`src/rtl/tagmem_pkg.sv`:
```
package tagmem_pkg;

  localparam int CFG_W = 8;

  localparam logic [1:0] KIND_FETCH  = 2'd0;
  localparam logic [1:0] KIND_READ   = 2'd1;
  localparam logic [1:0] KIND_WRITE  = 2'd2;
  localparam logic [1:0] KIND_READ_B = 2'd3;

  // bit 0 is force, bit 7 is write-trace mask
  typedef struct packed {
    logic trc_write;
    logic trc_read;
    logic trc_fetch;
    logic err_en;
    logic par_en;
    logic trace_en;
    logic force_val;
    logic force_en;
  } ctrl_t;

endpackage

```
`src/rtl/tagmem_ctrl_reg.sv`:
```
module tagmem_ctrl_reg
  import tagmem_pkg::*;
(
  input  logic             clk_i,
  input  logic             rst_ni,
  input  logic             we_i,
  input  logic [CFG_W-1:0] wdata_i,
  input  logic             evt_i,
  output ctrl_t            ctrl_o,
  output logic             sticky_o
);

  ctrl_t ctrl_q;
  logic  sticky_q;

  always_ff @(posedge clk_i or negedge rst_ni) begin
    if (!rst_ni) begin
      ctrl_q <= '0;
    end else if (we_i) begin
      ctrl_q <= ctrl_t'(wdata_i);
    end
  end

  // a new event outranks the clear carried by a register write
  always_ff @(posedge clk_i or negedge rst_ni) begin
    if (!rst_ni) begin
      sticky_q <= 1'b0;
    end else if (evt_i) begin
      sticky_q <= 1'b1;
    end else if (we_i) begin
      sticky_q <= 1'b0;
    end
  end

  assign ctrl_o   = ctrl_q;
  assign sticky_o = sticky_q;

endmodule

```
`src/rtl/tagmem_array.sv`:
```
module tagmem_array #(
  parameter int AW = 6,
  parameter int W  = 9
) (
  input  logic          clk_i,
  input  logic          en_i,
  input  logic          we_i,
  input  logic [AW-1:0] addr_i,
  input  logic [W-1:0]  wdata_i,
  output logic [W-1:0]  rdata_o
);

  localparam int DEPTH = 1 << AW;

  logic [W-1:0] mem_q [DEPTH];
  logic [W-1:0] rd_q;

  // read-first: the old word is returned while the new one lands
  always_ff @(posedge clk_i) begin
    if (en_i) begin
      rd_q <= mem_q[addr_i];
      if (we_i) begin
        mem_q[addr_i] <= wdata_i;
      end
    end
  end

  assign rdata_o = rd_q;

endmodule

```
`src/rtl/tagmem_tag_policy.sv`:
```
module tagmem_tag_policy #(
  parameter int DW         = 8,
  parameter bit ODD_PARITY = 1'b0
) (
  input  logic          force_en_i,
  input  logic          force_val_i,
  input  logic          par_en_i,
  input  logic [DW-1:0] wdata_i,
  output logic          wtag_o,
  input  logic [DW-1:0] rdata_i,
  input  logic          rtag_i,
  output logic          mismatch_o
);

  logic par_w;
  logic par_r;

  generate
    if (ODD_PARITY) begin : g_odd
      assign par_w = ~(^wdata_i);
      assign par_r = ~(^rdata_i);
    end else begin : g_even
      assign par_w = ^wdata_i;
      assign par_r = ^rdata_i;
    end
  endgenerate

  always_comb begin
    if (force_en_i) begin
      wtag_o = force_val_i;
    end else if (par_en_i) begin
      wtag_o = par_w;
    end else begin
      wtag_o = 1'b0;
    end
  end

  assign mismatch_o = par_r ^ rtag_i;

endmodule

```
`src/rtl/tagmem_top.sv`:
```
module tagmem_top
  import tagmem_pkg::*;
#(
  parameter int AW         = 6,
  parameter int DW         = 8,
  parameter bit ODD_PARITY = 1'b0
) (
  input  logic             clk_i,
  input  logic             rst_ni,
  input  logic             req_valid_i,
  output logic             req_ready_o,
  input  logic [1:0]       req_kind_i,
  input  logic [AW-1:0]    req_addr_i,
  input  logic [DW-1:0]    req_wdata_i,
  output logic             rsp_valid_o,
  input  logic             rsp_ready_i,
  output logic [DW-1:0]    rsp_rdata_o,
  output logic             rsp_tag_o,
  input  logic             cfg_we_i,
  input  logic [CFG_W-1:0] cfg_wdata_i,
  output logic             irq_o,
  output logic             irq_sticky_o,
  output logic             err_o
);

  localparam int WW = DW + 1;

  ctrl_t          ctrl;
  logic           take;
  logic           pend_q;
  logic           fresh_q;
  logic [1:0]     kind_q;
  logic           wtag;
  logic           mismatch;
  logic [WW-1:0]  rd_word;
  logic [DW-1:0]  rd_data;
  logic           rd_tag;
  logic           mask_hit;
  logic           irq_evt;

  assign take = req_valid_i & ~pend_q;

  tagmem_ctrl_reg u_ctrl (
    .clk_i    (clk_i),
    .rst_ni   (rst_ni),
    .we_i     (cfg_we_i),
    .wdata_i  (cfg_wdata_i),
    .evt_i    (irq_evt),
    .ctrl_o   (ctrl),
    .sticky_o (irq_sticky_o)
  );

  tagmem_tag_policy #(
    .DW         (DW),
    .ODD_PARITY (ODD_PARITY)
  ) u_policy (
    .force_en_i  (ctrl.force_en),
    .force_val_i (ctrl.force_val),
    .par_en_i    (ctrl.par_en),
    .wdata_i     (req_wdata_i),
    .wtag_o      (wtag),
    .rdata_i     (rd_data),
    .rtag_i      (rd_tag),
    .mismatch_o  (mismatch)
  );

  tagmem_array #(
    .AW (AW),
    .W  (WW)
  ) u_array (
    .clk_i   (clk_i),
    .en_i    (take),
    .we_i    (req_kind_i == KIND_WRITE),
    .addr_i  (req_addr_i),
    .wdata_i ({wtag, req_wdata_i}),
    .rdata_o (rd_word)
  );

  assign rd_data = rd_word[DW-1:0];
  assign rd_tag  = rd_word[DW];

  always_ff @(posedge clk_i or negedge rst_ni) begin
    if (!rst_ni) begin
      pend_q  <= 1'b0;
      fresh_q <= 1'b0;
      kind_q  <= KIND_FETCH;
    end else begin
      fresh_q <= take;
      if (take) begin
        pend_q <= 1'b1;
        kind_q <= req_kind_i;
      end else if (rsp_ready_i) begin
        pend_q <= 1'b0;
      end
    end
  end

  always_comb begin
    unique case (kind_q)
      KIND_FETCH:  mask_hit = ctrl.trc_fetch;
      KIND_WRITE:  mask_hit = ctrl.trc_write;
      KIND_READ,
      KIND_READ_B: mask_hit = ctrl.trc_read;
      default:     mask_hit = 1'b0;
    endcase
  end

  assign irq_evt = fresh_q & ctrl.trace_en & rd_tag & mask_hit;

  assign req_ready_o = ~pend_q;
  assign rsp_valid_o = pend_q;
  assign rsp_rdata_o = rd_data;
  assign rsp_tag_o   = rd_tag;
  assign irq_o       = irq_evt;
  assign err_o       = fresh_q & ctrl.err_en & (kind_q != KIND_WRITE) & mismatch;

endmodule

```
`config.mk`:
```
export PLATFORM = sky130hd
export DESIGN_NAME = tagmem_top
export DESIGN_NICKNAME = d
export VERILOG_FILES = /design/src/rtl/tagmem_pkg.sv /design/src/rtl/tagmem_ctrl_reg.sv /design/src/rtl/tagmem_array.sv /design/src/rtl/tagmem_tag_policy.sv /design/src/rtl/tagmem_top.sv
export SDC_FILE = /design/constraint.sdc
export NUM_CORES = 1
export LEC_CHECK = 0
export BUFFER_PORTS_ARGS = -buffer_cell sky130_fd_sc_hd__clkbuf_2
export CAP_MARGIN = 10
export CELL_PAD_IN_SITES_DETAIL_PLACEMENT = 0
export CELL_PAD_IN_SITES_GLOBAL_PLACEMENT = 1
export CORE_MARGIN = 4
export CORE_UTILIZATION = 55
export CTS_BUF_LIST = sky130_fd_sc_hd__clkbuf_4
export CTS_CLUSTER_DIAMETER = 100
export DETAILED_ROUTE_END_ITERATION = 10
export PLACE_DENSITY = 0.92
export SLEW_MARGIN = 20
export SYNTH_ARGS = -nofsm -noshare
export SYNTH_HDL_FRONTEND = slang
export SYNTH_HIERARCHICAL = 1
export SYNTH_SLANG_ARGS = --single-unit
```
`constraint.sdc`:
```
create_clock -name clk_i -period 3.45 [get_ports clk_i]
set_clock_uncertainty 0.05 [all_clocks]
set_input_delay 0.5175 -clock clk_i [delete_from_list [all_inputs] [get_ports clk_i]]
set_output_delay 0.5175 -clock clk_i [all_outputs]
set_load 0.02 [all_outputs]
```
# Yosys cells after proc, flatten, opt, wreduce, memory -nomap -nowiden
# Memories as Yosys holds them, arrays and structs flattened. A register that Yosys moved wholly into a read port is not among the register bits.
# Index checks and enable logic that the tools add are counted.
# Widths: inputs -> output; s select.
[op_classes]
add_sub_neg = 0
mul = 0
n_div = 0
n_lt_le_gt_ge = 0
n_eq_ne = 5
n_shift = 0
muxes = 10
bitwise = 9
n_reduce_logical = 6
[ops]
columns = ["op", "count"]
rows = [
  ["$reduce_xor 8->1", 2],
  ["$mux 1", 9],
  ["$and 1x1->1", 7],
  ["$eq 2x2->1 const B", 3],
  ["$reduce_bool 2->1", 2],
  ["$pmux 1 s3", 1],
  ["$eq 2x1->1 const B", 1],
  ["$logic_not 2->1", 1],
  ["$ne 2x2->1 const B", 1],
  ["$reduce_or 2->1", 1],
  ["$not 1->1", 1],
  ["$xor 1x1->1", 1],
]
[totals]
register_bits = 13
latchBits = 0
mem_bits_rw = 576
mem_bits_ro = 0
mem_count = 1
[memory_table]
columns = ["memory", "words", "word_bits", "read_ports", "rd_ports_with_merged_regs", "wr", "line_no", "rtl"]
rows = [
  ["u_array.mem_q", 64, 9, 1, 1, 1, "tagmem_array.sv:15", "logic [W-1:0] mem_q [DEPTH];"],
]

# Logic depth before layout (Yosys ltp)
[depth]
depth_word = 5
mapped_depth = 10
ltp_nobuf = 6

# By module
# Netlist, hierarchy kept.
[by_module_without_submodules]
columns = ["module", "instances", "cells_each", "area_each_um2", "seq_area_each_um2"]
rows = [
  ["tagmem_array", 1, 1333, 22708.0, 17566.8],
  ["tagmem_ctrl_reg", 1, 20, 367.9, 225.2],
  ["tagmem_top", 1, 17, 209.0, 100.1],
  ["tagmem_tag_policy", 1, 18, 146.4, 0.0],
]

# Worst setup path after synthesis
# OpenSTA, ideal clock, no wires.
[synth_path]
path_type = "input port to flip-flop"
start = "input req_wdata_i[5]"
end = "memory u_array.mem_q[0][8], data pin"
setup_time_ps = 518
t_arrival_ps = 2546
path_slack_ps = 335
cell_stages = 4
n_path_buf = 0
path_cell_list = "xnor2_1 > xnor2_1 > xnor2_1 > o21ai_1"
[synth_between]
elab_chain_cells = 3
[synth_rtl]
columns = ["element", "line_no", "rtl"]
rows = [
  ["from (decl)", "tagmem_top.sv:14", "input logic [DW-1:0] req_wdata_i,"],
  ["$reduce_xor 8->1", "tagmem_tag_policy.sv:23", "assign par_w = ^wdata_i;"],
  ["$mux 1", "tagmem_tag_policy.sv:31", "end else if (par_en_i) begin"],
  ["$mux 1", "tagmem_tag_policy.sv:29", "if (force_en_i) begin"],
  ["named net wtag", "tagmem_top.sv:33", "logic wtag;"],
  ["to (decl)", "tagmem_array.sv:15", ""],
]
# The timed path passes the listed nets, and every way through them passes these cells.

# Worst setup path after layout
[layout_path]
start = "register u_array.rd_q[5] (netlist: u_array/rdata_o[5]) (read register of u_array.mem_q)"
end = "output err_o"
[layout_between]
elab_chain_cells = 3
[layout_rtl]
columns = ["element", "line_no", "rtl"]
rows = [
  ["from (decl)", "tagmem_array.sv:16", "logic [W-1:0] rd_q;"],
  ["$reduce_xor 8->1", "tagmem_tag_policy.sv:24", "assign par_r = ^rdata_i;"],
  ["$xor 1x1->1", "tagmem_tag_policy.sv:38", "assign mismatch_o = par_r ^ rtag_i;"],
  ["named net mismatch", "tagmem_top.sv:34", "logic mismatch;"],
  ["$and 1x1->1", "tagmem_top.sv:115", "assign err_o = fresh_q & ctrl.err_en & (kind_q != KIND_WRITE) & mismatch;"],
  ["to (decl)", "tagmem_top.sv:23", "output logic err_o"],
]
# The timed path passes the listed nets, and every way through them passes these cells.

==> results.sh <==
export IMPL_cts_root_buffer="clkbuf_4"
export IMPL_place_ws_ns=0.0564
export IMPL_power_density_mw_per_mm2=550
export IMPL_synthCells=1388
export IMPL_track_usage_pct=26.1
export IMPL_grt_max_degree=65
export IMPL_netlist_area_mm2=0.0234
export IMPL_switchingPower_mw=3.36
export IMPL_synthFlopType="edfxtp_1"
export IMPL_vdd_drop_max_mv=0.264
export IMPL_tightest_slew_ns=1.06
export IMPL_dr_pass1_iters=8
export IMPL_initial_core_util_pct=55.7
export IMPL_fp_dieW_um=214
export IMPL_core_area_mm2=0.0420
export IMPL_dp_hpwl_um=38200
export IMPL_period_share_pct=90.1
export IMPL_final_max_slew_viol_count=0
export IMPL_gr_total_overflow=0
export IMPL_sw_frac_of_total_pct=22.8
export IMPL_ys_ff_latch=598
export IMPL_path_cells="xor2_1 -> xnor2_1 -> xnor2_1 -> nand3_1 -> a21oi_1 -> clkbuf_2"
export IMPL_wl_per_cell_um=26.9
export IMPL_yosys_warnings=6
export IMPL_path_clk_slew_ns=0.07
export IMPL_cts_buffers=143
export IMPL_yosys_area_top_type_share_pct=75.0
export IMPL_crit_arrival_ns=2.54
export IMPL_rows=75
export IMPL_drc=0
export IMPL_clkLatencyLatePin_ns=0.84
export IMPL_setup_ws_ns=0.342
export IMPL_maxCapViolCount=0
export IMPL_grt_pass1_wl_um=90100
export IMPL_h_tree_depth=4
export IMPL_power_frac_clock_pct=38.4
export IMPL_vias_per_cell=6.49
export IMPL_ys_seq_area_share_pct=76.4
export IMPL_status="complete, no violations"
export IMPL_crit_top_cell="xnor2_1"
export IMPL_pwr_share_comb_pct=6.7
export IMPL_fmax_mhz=322
export IMPL_cts_resized=0
export IMPL_clkSinkCount=598
export IMPL_drive_gt1_share_pct=26.3
export IMPL_path_delay_family="XOR/XNOR gates"
export IMPL_synth_edff_count=585
export IMPL_dieArea_mm2=0.0460
export IMPL_critPathMaxFanout=2
export IMPL_vias=14600
export IMPL_fin_crit_ns=3.11
export IMPL_cts_hold_buf=13
export IMPL_cts_tree="built"
export IMPL_yosys_area_top_type="edfxtp_1"
export IMPL_synth_nets=1417
export IMPL_final_cell_mix="585 x edfxtp_1, 195 x clkbuf_4, 130 x buf_4"
export IMPL_p_int_mw=11.4
export IMPL_maxSlewHeadroom_pct=29.1
export IMPL_final_nets=1651
export IMPL_cpMaxStageDelayCell="edfxtp_1"
export IMPL_drt_iter0_drc=2264
export IMPL_critPathMaxStageDelay_ns=0.51
export IMPL_worstSetupEndpointType="output port"
export IMPL_clockBufferDepth=3
export IMPL_antenna_found_initial=3
export IMPL_instances_no_fill=2255
export IMPL_seqPwrFrac_pct=54.9
export IMPL_routed_wl_um=60600
export IMPL_crit_required_ns=2.88
export IMPL_p_leak_nw=9.07
export IMPL_timing_hold_ws_ns=0.0876
export IMPL_finalHoldViolCount=0
export IMPL_utilization_pct=63.7
export IMPL_dp_cells=2003
export IMPL_layout_commonest_cell="edfxtp_1"
export IMPL_min_path_type="in -> async"
export IMPL_setup_viol=0
export IMPL_io_buffer_count=42
export IMPL_cts_setup_buffers=0
export IMPL_ys_types=57
export IMPL_cp_num_buf_inv=1
export IMPL_grt_pass1_vias=14700
export IMPL_ys_async_sr_fraction_pct=2.17
export IMPL_syn_area_per_cell_um2=16.9
export IMPL_start_kind="flip-flop"
export IMPL_fin_tns_setup_ns=0
export IMPL_area_delta_synth_final_pct=14.3
export IMPL_path_class="reg -> out"
export IMPL_grt_setup_unrepaired="no"
export IMPL_synthTopCellsByArea="edfxtp_1 75%, mux2i_1 3.0%, a22oi_1 2.1%"
export IMPL_antenna_left=0
export IMPL_ios=43
export IMPL_fp_dieH_um=214
export IMPL_routabilityCongestion=0.931
[synthesized netlist by cell type, types with 15 or more instances]
cell / number
edfxtp_1: 585
nor2_1: 109
mux2i_1: 70
a22oi_1: 67
a221oi_1: 57
o21ai_0: 49
a21oi_1: 46
nand2_1: 45
clkbuf_1: 39
o22ai_1: 39
buf_2: 30
mux4_2: 19
mux2_2: 18
a22o_1: 15
[cell families (layout without fill, tap and decap cells)]
logic type,Yosys count,count (layout),share of synthesized area [%]
compound gates,339,339,10.2
xor+xnor,15,15,0.561
buf+inv,102,428,2.32
flops,598,598,76.4
mux,118,118,6.37
other cells,0,2,0
simple gates,216,216,4.16
[final cells by class]
class                           count  area (µm²)
Clock inverter                     42         325
Inverter                            5        18.8
Clock buffer                      195        1460
Timing Repair Buffer              186        1370
Sequential cell                   598       17900
Antenna cell                        2        5.00
Multi-Input combinational cell    688        5030
Tap cell                          539         674
Fill cell                        2847       15300
[power groups by stage]
stage	sequential, mW	combinational [mW]	clock [mW]
floorplan	8.25	0.516	0
global placement	8.24	0.936	0
detailed placement	8.24	0.957	0
CTS	8.08	0.973	5.74
global route	8.08	1.04	6.17
finish	8.08	0.994	5.65
[worst paths after layout]
check,startpoint,cells after the start,slack (ns),to
setup reg to reg,rsp_valid_o,5,0.79,u_array/mem_q[35][6]
hold reg to reg,u_ctrl/sticky_o,1,0.46,u_ctrl/sticky_o
setup / recovery,u_array/rdata_o[5],6,0.34,err_o
min in group clk_i,cfg_we_i,3,0.14,u_ctrl/sticky_o
max in group asynchronous,rst_ni,2,3.01,kind_q[0]
hold / removal,rst_ni,2,0.09,u_ctrl/ctrl_o[0]
[routing by layer]
layer	up-vias	track usage, %	share of wire [%]	wire length [µm]
li1	6163	-	-	-
met1	7157	34.1	35	21100
met2	1131	41.5	48	28800
met3	174	7.50	13	8170
met4	2	11.6	4.1	2490
met5	-	0	0.025	15
[sequential cells by signal, indices dropped and copies added, names as in the netlist]
signal	cells
u_array/mem_q	576
u_array/rdata_o	9
u_ctrl/ctrl_o	8
kind_q	2
fresh_q	1
rsp_valid_o	1
u_ctrl/sticky_o	1
[per-stage QoR]
| step | area, µm² | power (mW) |
|---|---|---|
| 2_1_floorplan | 23400 | 8.76 |
| 3_3_place_gp | 24900 | 9.17 |
| 3_5_place_dp | 24900 | 9.19 |
| 4_1_cts | 26800 | 14.8 |
| 5_1_grt | 26800 | 15.3 |
| 6_report | 26800 | 14.7 |
No activity file was read; power rests on OpenSTA's default activity.
